$ cat src/rtl/vfs_pkg.sv
// Package: shared state encoding and register addresses for the
// operating-point transition sequencer. Assumes a 2-bit register address.
package vfs_pkg;
    typedef enum logic [1:0] {
        ST_IDLE,    // waiting for a target write
        ST_VOLT,    // stepping the VID toward its target
        ST_RATIO,   // applying the new core ratio
        ST_RELOCK   // fixed clock relock wait
    } vfs_state_e;

    localparam logic [1:0] ADDR_TARGET = 2'd0;
    localparam logic [1:0] ADDR_DWELL  = 2'd1;
    localparam logic [1:0] ADDR_STATUS = 2'd2;
    localparam logic [1:0] ADDR_POINT  = 2'd3;

    localparam int RATIO_LSB = 8;
endpackage

$ cat src/rtl/vfs_timer.sv
// Module: down counter shared by the dwell and relock waits.
// Assumes a load takes priority over a decrement and that the count stops at zero.
module vfs_timer #(
    parameter int TW = 8
) (
    input  logic          clk,
    input  logic          rst_n,
    input  logic          load,
    input  logic [TW-1:0] load_val,
    output logic          zero
);
    logic [TW-1:0] cnt_q;

    // Load a new count, or count down toward zero.
    always_ff @(posedge clk) begin
        if (!rst_n)            cnt_q <= '0;
        else if (load)         cnt_q <= load_val;
        else if (cnt_q != '0)  cnt_q <= cnt_q - 1'b1;
    end

    assign zero = (cnt_q == '0);
endmodule

$ cat src/rtl/vfs_regs.sv
// Module: register file holding the dwell count and the sticky error bit,
// plus the read mux. Assumes the target fields are captured by the sequencer
// itself on the start pulse produced here.
module vfs_regs
    import vfs_pkg::*;
#(
    parameter int DATA_W      = 16,
    parameter int VID_W       = 6,
    parameter int RATIO_W     = 6,
    parameter int DWELL_W     = 8,
    parameter int DWELL_RESET = 4
) (
    input  logic               clk,
    input  logic               rst_n,
    input  logic               wr_en,
    input  logic [1:0]         wr_addr,
    input  logic [DATA_W-1:0]  wr_data,
    input  logic [1:0]         rd_addr,
    output logic [DATA_W-1:0]  rd_data,
    input  logic               busy,
    input  logic               done,
    input  logic [VID_W-1:0]   cur_vid,
    input  logic [RATIO_W-1:0] cur_ratio,
    output logic               start,
    output logic [DWELL_W-1:0] dwell,
    output logic               err
);
    localparam int HI_PAD  = DATA_W - RATIO_LSB - RATIO_W;
    localparam int MID_PAD = RATIO_LSB - VID_W;

    logic tgt_wr;
    assign tgt_wr = wr_en && (wr_addr == ADDR_TARGET);
    assign start  = tgt_wr && !busy;

    // Hold the programmed dwell count.
    always_ff @(posedge clk) begin
        if (!rst_n)                                dwell <= DWELL_W'(DWELL_RESET);
        else if (wr_en && wr_addr == ADDR_DWELL)   dwell <= wr_data[DWELL_W-1:0];
    end

    // Sticky error: set by a target write while busy, cleared by a status write.
    always_ff @(posedge clk) begin
        if (!rst_n)                                err <= 1'b0;
        else if (tgt_wr && busy)                   err <= 1'b1;
        else if (wr_en && wr_addr == ADDR_STATUS)  err <= 1'b0;
    end

    // Combinational read mux.
    always_comb begin
        rd_data = '0;
        case (rd_addr)
            ADDR_DWELL:  rd_data = {{(DATA_W-DWELL_W){1'b0}}, dwell};
            ADDR_STATUS: rd_data = {{(DATA_W-3){1'b0}}, err, done, busy};
            ADDR_POINT:  rd_data = {{HI_PAD{1'b0}}, cur_ratio, {MID_PAD{1'b0}}, cur_vid};
            default:     rd_data = '0;
        endcase
    end
endmodule

$ cat src/rtl/vfs_seq_fsm.sv
// Module: sequencing state machine. It latches the target, steps the VID one
// code at a time, applies the ratio and waits for relock. The order follows
// from the state flow. VOLT runs before RATIO only while the ratio still
// differs and the VID is not yet at its target. A down move enters RATIO
// directly. Assumes the timer reports zero one cycle after a load of zero.
module vfs_seq_fsm
    import vfs_pkg::*;
#(
    parameter int DATA_W      = 16,
    parameter int VID_W       = 6,
    parameter int RATIO_W     = 6,
    parameter int DWELL_W     = 8,
    parameter int TW          = 8,
    parameter int RELOCK_CYC  = 16,
    parameter int VID_RESET   = 0,
    parameter int RATIO_RESET = 6
) (
    input  logic               clk,
    input  logic               rst_n,
    input  logic               start,
    input  logic [DATA_W-1:0]  tgt_word,
    input  logic [DWELL_W-1:0] dwell,
    input  logic               tmr_zero,
    output logic               tmr_load,
    output logic [TW-1:0]      tmr_val,
    output logic [VID_W-1:0]   vid,
    output logic [RATIO_W-1:0] ratio,
    output logic               busy,
    output logic               done
);
    vfs_state_e         state_q;
    logic [VID_W-1:0]   tv_q;
    logic [RATIO_W-1:0] tr_q;
    logic [VID_W-1:0]   in_vid;
    logic [RATIO_W-1:0] in_ratio;

    assign in_vid   = tgt_word[VID_W-1:0];
    assign in_ratio = tgt_word[RATIO_LSB +: RATIO_W];

    // Decide when the shared timer is reloaded, and with what count.
    always_comb begin
        tmr_load = 1'b0;
        tmr_val  = '0;
        case (state_q)
            ST_IDLE:   tmr_load = start;
            ST_VOLT:   if (tmr_zero && vid != tv_q) begin
                           tmr_load = 1'b1;
                           tmr_val  = TW'(dwell);
                       end
            ST_RATIO:  begin
                           tmr_load = 1'b1;
                           tmr_val  = TW'(RELOCK_CYC - 1);
                       end
            ST_RELOCK: tmr_load = tmr_zero;
            default:   tmr_load = 1'b0;
        endcase
    end

    // Advance the sequence and drive the operating-point outputs.
    always_ff @(posedge clk) begin
        if (!rst_n) begin
            state_q <= ST_IDLE;
            vid     <= VID_W'(VID_RESET);
            ratio   <= RATIO_W'(RATIO_RESET);
            tv_q    <= VID_W'(VID_RESET);
            tr_q    <= RATIO_W'(RATIO_RESET);
            busy    <= 1'b0;
            done    <= 1'b0;
        end else begin
            case (state_q)
                ST_IDLE: if (start) begin
                    tv_q <= in_vid;
                    tr_q <= in_ratio;
                    if (in_vid == vid && in_ratio == ratio) begin
                        done <= 1'b1;
                    end else begin
                        done    <= 1'b0;
                        busy    <= 1'b1;
                        state_q <= (in_ratio < ratio) ? ST_RATIO : ST_VOLT;
                    end
                end
                ST_VOLT: if (tmr_zero) begin
                    if (vid != tv_q) begin
                        vid <= (tv_q > vid) ? vid + 1'b1 : vid - 1'b1;
                    end else if (ratio != tr_q) begin
                        state_q <= ST_RATIO;
                    end else begin
                        busy    <= 1'b0;
                        done    <= 1'b1;
                        state_q <= ST_IDLE;
                    end
                end
                ST_RATIO: begin
                    ratio   <= tr_q;
                    state_q <= ST_RELOCK;
                end
                ST_RELOCK: if (tmr_zero) begin
                    if (vid != tv_q) begin
                        state_q <= ST_VOLT;
                    end else begin
                        busy    <= 1'b0;
                        done    <= 1'b1;
                        state_q <= ST_IDLE;
                    end
                end
                default: state_q <= ST_IDLE;
            endcase
        end
    end
endmodule

$ cat src/rtl/vfstep_ctrl.sv
// Module: top of the operating-point transition sequencer. It ties the
// register file, the sequencing state machine and the shared wait timer
// together. Assumes VID_W <= 8 and 8 + RATIO_W <= DATA_W, so that both target
// fields fit in one data word.
module vfstep_ctrl
    import vfs_pkg::*;
#(
    parameter int DATA_W      = 16,
    parameter int VID_W       = 6,
    parameter int RATIO_W     = 6,
    parameter int DWELL_W     = 8,
    parameter int DWELL_RESET = 4,
    parameter int RELOCK_CYC  = 16,
    parameter int VID_RESET   = 0,
    parameter int RATIO_RESET = 6
) (
    input  logic               clk,
    input  logic               rst_n,
    input  logic               wr_en,
    input  logic [1:0]         wr_addr,
    input  logic [DATA_W-1:0]  wr_data,
    input  logic [1:0]         rd_addr,
    output logic [DATA_W-1:0]  rd_data,
    output logic [VID_W-1:0]   vid_out,
    output logic [RATIO_W-1:0] ratio_out,
    output logic               busy,
    output logic               done,
    output logic               err
);
    localparam int RL_W = $clog2(RELOCK_CYC) + 1;
    localparam int TW   = (DWELL_W > RL_W) ? DWELL_W : RL_W;

    logic               start;
    logic [DWELL_W-1:0] dwell;
    logic               tmr_zero;
    logic               tmr_load;
    logic [TW-1:0]      tmr_val;

    vfs_regs #(
        .DATA_W(DATA_W), .VID_W(VID_W), .RATIO_W(RATIO_W),
        .DWELL_W(DWELL_W), .DWELL_RESET(DWELL_RESET)
    ) regs_i (
        .clk(clk), .rst_n(rst_n), .wr_en(wr_en), .wr_addr(wr_addr),
        .wr_data(wr_data), .rd_addr(rd_addr), .rd_data(rd_data),
        .busy(busy), .done(done), .cur_vid(vid_out), .cur_ratio(ratio_out),
        .start(start), .dwell(dwell), .err(err)
    );

    vfs_seq_fsm #(
        .DATA_W(DATA_W), .VID_W(VID_W), .RATIO_W(RATIO_W), .DWELL_W(DWELL_W),
        .TW(TW), .RELOCK_CYC(RELOCK_CYC), .VID_RESET(VID_RESET),
        .RATIO_RESET(RATIO_RESET)
    ) fsm_i (
        .clk(clk), .rst_n(rst_n), .start(start), .tgt_word(wr_data),
        .dwell(dwell), .tmr_zero(tmr_zero), .tmr_load(tmr_load),
        .tmr_val(tmr_val), .vid(vid_out), .ratio(ratio_out),
        .busy(busy), .done(done)
    );

    vfs_timer #(.TW(TW)) tmr_i (
        .clk(clk), .rst_n(rst_n), .load(tmr_load),
        .load_val(tmr_val), .zero(tmr_zero)
    );
endmodule

$ cat config.mk
export PLATFORM = sky130hd
export DESIGN_NAME = vfstep_ctrl
export DESIGN_NICKNAME = d
export VERILOG_FILES = /design/src/rtl/vfs_pkg.sv /design/src/rtl/vfs_timer.sv /design/src/rtl/vfs_regs.sv /design/src/rtl/vfs_seq_fsm.sv /design/src/rtl/vfstep_ctrl.sv
export SDC_FILE = /design/constraint.sdc
export NUM_CORES = 1
export LEC_CHECK = 0
export BUFFER_PORTS_ARGS = -buffer_cell sky130_fd_sc_hd__clkbuf_2
export CAP_MARGIN = 20
export CORE_MARGIN = 4
export CORE_UTILIZATION = 37
export DETAILED_ROUTE_END_ITERATION = 10
export GPL_TIMING_DRIVEN = 0
export SYNTH_ARGS = -nofsm -noshare
export SYNTH_HDL_FRONTEND = slang
export SYNTH_SLANG_ARGS = --single-unit
export TNS_END_PERCENT = 50
$ cat constraint.sdc
create_clock -name clk -period 4.19 [get_ports clk]
set_input_delay 1.0475 -clock clk [delete_from_list [all_inputs] [get_ports clk]]
set_output_delay 1.0475 -clock clk [all_outputs]
set_load 0.01 [all_outputs]
=== Word level (Yosys, flattened, before mapping) ===
Index checks and enable logic that the tools add are counted.

* $add $sub $neg: 3
* $lt $le $gt $ge: 2
* Equality and inequality tests: 19
* Multiplexer cells: 35
* Reduce and logical (&&, ||, !) cells: 20

{| class="wikitable"
|+ Operators by type and width
! operator !! count
|-
| 14-bit one-hot mux with 3 select lines || 1
|-
| 8-bit two-way mux || 3
|-
| 1-bit two-way mux || 18
|-
| 8-bit one-hot mux with 2 select lines || 1
|-
| 2-bit two-way mux || 7
|-
| 6-bit equality test || 2
|-
| 6-bit inequality test || 2
|-
| 2-bit equality test (second input constant) || 5
|-
| 8-bit zero test || 1
|-
| 2-bit inequality test (second input constant) || 4
|-
| 2-bit one-hot mux with 4 select lines || 1
|-
| 8-bit AND reduction || 1
|-
| 8-bit nonzero test || 1
|-
| 8-bit by 1-bit subtractor with 8-bit output (second input constant) || 1
|-
| 1-bit logical AND || 7
|-
| 7-bit AND reduction || 1
|-
| 6-bit by 1-bit adder with 6-bit output (second input constant) || 1
|-
| 2-bit by 1-bit equality test with 1-bit output (second input constant) || 3
|-
| 6-bit greater-than comparator || 1
|-
| 6-bit < comparator || 1
|-
| 6-bit two-way mux || 1
|-
| 2-bit by 1-bit inequality test with 1-bit output (second input constant) || 3
|-
| 1-bit one-hot mux with 3 select lines || 2
|-
| 6-bit by 1-bit subtractor with 6-bit output (second input constant) || 1
|-
| 8 further kinds || 10
|}

* Register bits after elaboration: 45
* Output and inout port bits: 31

=== Depth between registers and ports, before layout ===
* Word-level depth: 5
* Gate-level depth with buffers: 11
* Gate-level depth less buffers: 11

=== By module ===
A second synthesis with hierarchy kept.

* Cell total of the unflattened synthesis: 346
* Area, all modules: 2935.3 sq um

{| class="wikitable"
|+ By module, submodules not included
! module !! instances !! cells each !! area each (sq um) !! sequential area each (sq um)
|-
| vfs_seq_fsm || 1 || 228 || 1883.1 || 560.5
|-
| vfs_regs || 1 || 67 || 594.3 || 180.2
|-
| vfs_timer || 1 || 51 || 457.9 || 160.2
|}

=== Worst setup path after synthesis ===
OpenSTA, ideal clock, no wires.

* Path type: register to register
* Start: register fsm_i.vid[4]
* End: register fsm_i.vid[5]
* Setup time: 0.072 ns
* Arrival time: 2.921 ns
* Data required time: 4.118 ns
* Setup slack: 1.197 ns
* Stages on the path, launching flop included: 12
* Path buffers: 0
* Period minus slack after synthesis: 2.993 ns
* Cells stage by stage: dfxtp_1 > inv_1 > ha_1 > and4_1 > o21a_1 > o32ai_1 > ha_1 > a211oi_1 > o21ai_0 > and3_1 > mux2i_1 > mux2i_1

* Word-level cells in the longest chain between the ends: 2

{| class="wikitable"
|+ Ends and longest elaborated chain
! what !! line !! source
|-
| start, declared || vfs_seq_fsm.sv:26 || <nowiki>output logic [VID_W-1:0] vid,</nowiki>
|-
| start signal, assigned || vfs_seq_fsm.sv:63 || <nowiki>vid <= VID_W'(VID_RESET);</nowiki>
|-
| start signal, assigned || vfs_seq_fsm.sv:84 || <nowiki>vid <= (tv_q > vid) ? vid + 1'b1 : vid - 1'b1;</nowiki>
|-
| 6-bit by 1-bit subtractor with 6-bit output, or another cell as far along || vfs_seq_fsm.sv:84 ||
|-
| 6-bit two-way mux or 3-bit AND reduction (tied branches) || n/a ||
|}

Parallel ways exist; a longest one is shown, timed or not.
A chain may end at the register's enable or synchronous reset.

=== Worst setup path after layout ===
Same ends and word-level chain as after synthesis.

==> metrics.txt <==
placed cell area=3250 um^2; WL/cell=15.3 um; Synth Register Bits=45; Clock Tree Buf Depth=2; TritonCTS clock tree=built; Achievable Freq=0.279 GHz; Crit Path Class=reg -> reg; Reg2Reg Capture Point=fsm_i.vid[5]; IO Port Bufs=49; kind of end point of the critical path=flip-flop; FF-to-FF setup slack=0.61 ns; Worst-Margin Slew=about 1.0 ns; Clock power frac=between 15 and 20%; syn_area_per_cell=8.68 um^2; final cycle utilization of the critical path=between 80% and 90%; I/O pin count=54; CTS clk-pin slew, worst paths=approximately 0.08 ns; hold path depth=2; GPL Wtd Cong=0.801; final setup TNS=0 ns; num rows=31; internal power=approximately 960 uW; final net count=436; clk_skew=0.0110 ns; Sw Ratio=40.1%; overflow left after global routing=0; drt total wl=roughly 7.5 mm; H-tree depth=2; worst hold start=fsm_i.tv_q[4]; synthesized cell area=2880 um^2; Flop pwr share=35.1%; HP Class=reg -> reg; vias post-DR=about 2.5k; distinct cell type count after synthesis=56; post-cts sizing count=0; Max-Cap Viols=0; setup violators final=0; clock sink total=45; number of global-route vias before repair=2496; arrival time of the worst setup path=3.81 ns; die span in x=a little under 100 um; Worst EP required=4.41 ns; Top FF cell, synth=dfxtp_1; LEAKAGE=1.56 nW; largest net degree at the start of global routing=15; sequential share of the synthesized area=31.3%; Ys Warns=0; Switch Pwr=approximately 640 uW; Post-synth EDFFs=0; CTS Buf Count=5; Post-Synthesis Cells=332; clk_lat worst skew=0.30 ns; final core occ=45.1%; FF-to-FF Start=fsm_i.vid[4]; Comb pwr share=48.3%; ys async rst share=0%; n_diodes=0; Period minus WS final=3.58 ns; Initial Util=~39%; status=finished, final reports clean; clk root buf=clkbuf_8; Slew Viols, Final=0; final hold viol count=0; post-route ant nets=0; Slew HR=33.3%; Core ar.=7410 um^2; first-pass GRT wire length=12.3 mm; Pwr Total=1.60 mW; post-CTS setup buffers=0; most frequent cells in the layout=clkbuf_2, dfxtp_1, nor2_1; Pwr Density=~480 nW/um^2; worst-case reg-to-reg path depth=11; CP max FO=6; RSZ-0062 raised after global routing=false; Layout area overhead=16.0%; gr usage total=17.3%; layout cells sized above 1=approximately a fifth; die height=~96 um; drt via density=5.21; Final Instance Area=about 3300 um^2; DRC=0; Post-DP HPWL=between 5 and 6 mm; commonest non-fill, non-tap cell in the layout=clkbuf_2; CTS Hold Bufs=0; Die ar.=9260 um^2; Pre-Repair DR Iteration Count=4; CP Launch Type=flip-flop; antenna violations before repair=0; VDD IR max=about 0.00021 V; hold path endpoint=fsm_i.tv_q[4]; Initial DRC Count=81
==> logic make-up (layout without fill, tap and decap cells) <==
| logic type | after synthesis | count (layout) | synth area share [%] |
|---|---|---|---|
| other cells | 1 | 2 | 0.130 |
| flops | 45 | 45 | 31.3 |
| buf+inv | 35 | 92 | 4.99 |
| fa+ha+maj | 24 | 24 | 10.7 |
| xor+xnor | 21 | 21 | 6.38 |
| compound gates | 72 | 72 | 16.9 |
| mux | 25 | 25 | 8.81 |
| simple gates | 109 | 109 | 20.8 |
==> synth_stat cells (all sizes together) (2+ instances only) <==
cell type	instances	area, um^2
o21a	3	22.5
a2bb2oi	3	26.3
nor4b	3	56.3
nand2b	2	12.5
a211oi	3	22.5
nand3	8	40.0
nor3b	2	15.0
o211ai	2	15.0
o31ai	2	15.0
a21oi	25	125
nor2b	7	43.8
nor2	36	138
mux2	3	33.8
dfxtp	45	901
mux2i	22	220
and2	3	18.8
a221oi	2	23.8
buf	4	27.5
xnor2	11	96.3
clkbuf	10	37.5
inv	21	78.8
o21ai	10	50.1
a21boi	3	22.5
nand4	4	31.3
a21o	5	38.8
nor3	4	30.0
xor2	10	87.6
or4	2	15.0
and3	7	43.8
nand2	25	96.4
ha	23	288
a22o	6	52.6
==> registers in the layout (all words and copies together), names as in the netlist <==
signal / count
fsm_i.ratio: 6
regs_i.dwell: 8
fsm_i.tr_q: 6
fsm_i.done: 1
fsm_i.vid: 6
fsm_i.state_q: 2
tmr_i.cnt_q: 8
fsm_i.busy: 1
fsm_i.tv_q: 6
regs_i.err: 1
==> worst max-delay path, stage by stage (launching register included) <==
cell      delay, ns
dfxtp_1        0.49
inv_1          0.10
ha_1           0.35
and4_1         0.26
o21a_1         0.12
o32ai_1        0.81
ha_1           0.40
a211oi_1       0.25
o21ai_0        0.15
and3_1         0.18
mux2i_1        0.19
mux2i_1        0.20
==> how the worst max path moves through the flow <==
stage	from	endpoint	depth (start not counted)
floorplan	fsm_i.vid[4]	fsm_i.vid[5]	11
global placement	fsm_i.vid[4]	fsm_i.vid[5]	11
detailed placement	fsm_i.vid[4]	fsm_i.vid[5]	11
CTS	fsm_i.vid[4]	fsm_i.vid[5]	11
global route	fsm_i.vid[4]	fsm_i.vid[5]	11
finish	fsm_i.vid[4]	fsm_i.vid[5]	11
==> layout make-up <==
type	instances	area, um^2
timing repair buffer	49	245
buffer	14	65.1
multi-input combinational	253	1840
inverter	21	78.8
clock buffer	6	72.6
tap	99	124
sequential	45	901
fill	774	4070
clock inverter	2	15.0
==> per-layer routing <==
layer  up-vias  track usage (%)  part of all wire, %
li1       1277                -                    -
met1      1188             23.8                   49
met2        75             28.1                   44
met3         7             2.81                  6.3
met4         0             4.15                 0.82
met5         -                0                    0
==> power by group through the flow <==
| stage | registers [mW] | clock network, mW | logic [mW] |
|---|---|---|---|
| floorplan | 0.559 | 0 | 0.595 |
| global placement | 0.570 | 0 | 0.754 |
| detailed placement | 0.571 | 0 | 0.763 |
| CTS | 0.562 | 0.274 | 0.769 |
| global route | 0.569 | 0.291 | 0.866 |
| finish | 0.560 | 0.265 | 0.772 |
==> per-stage QoR <==
step	instances	setup WS (ns)	hold slack [ns]
floorplan	333	1.20	0.436
finish	489	0.608	0.463
global placement	481	0.727	0.446
CTS	489	0.642	0.467
global route	489	0.441	0.488
detailed placement	481	0.701	0.455
Note: power is estimated with default switching activity, not from simulation.
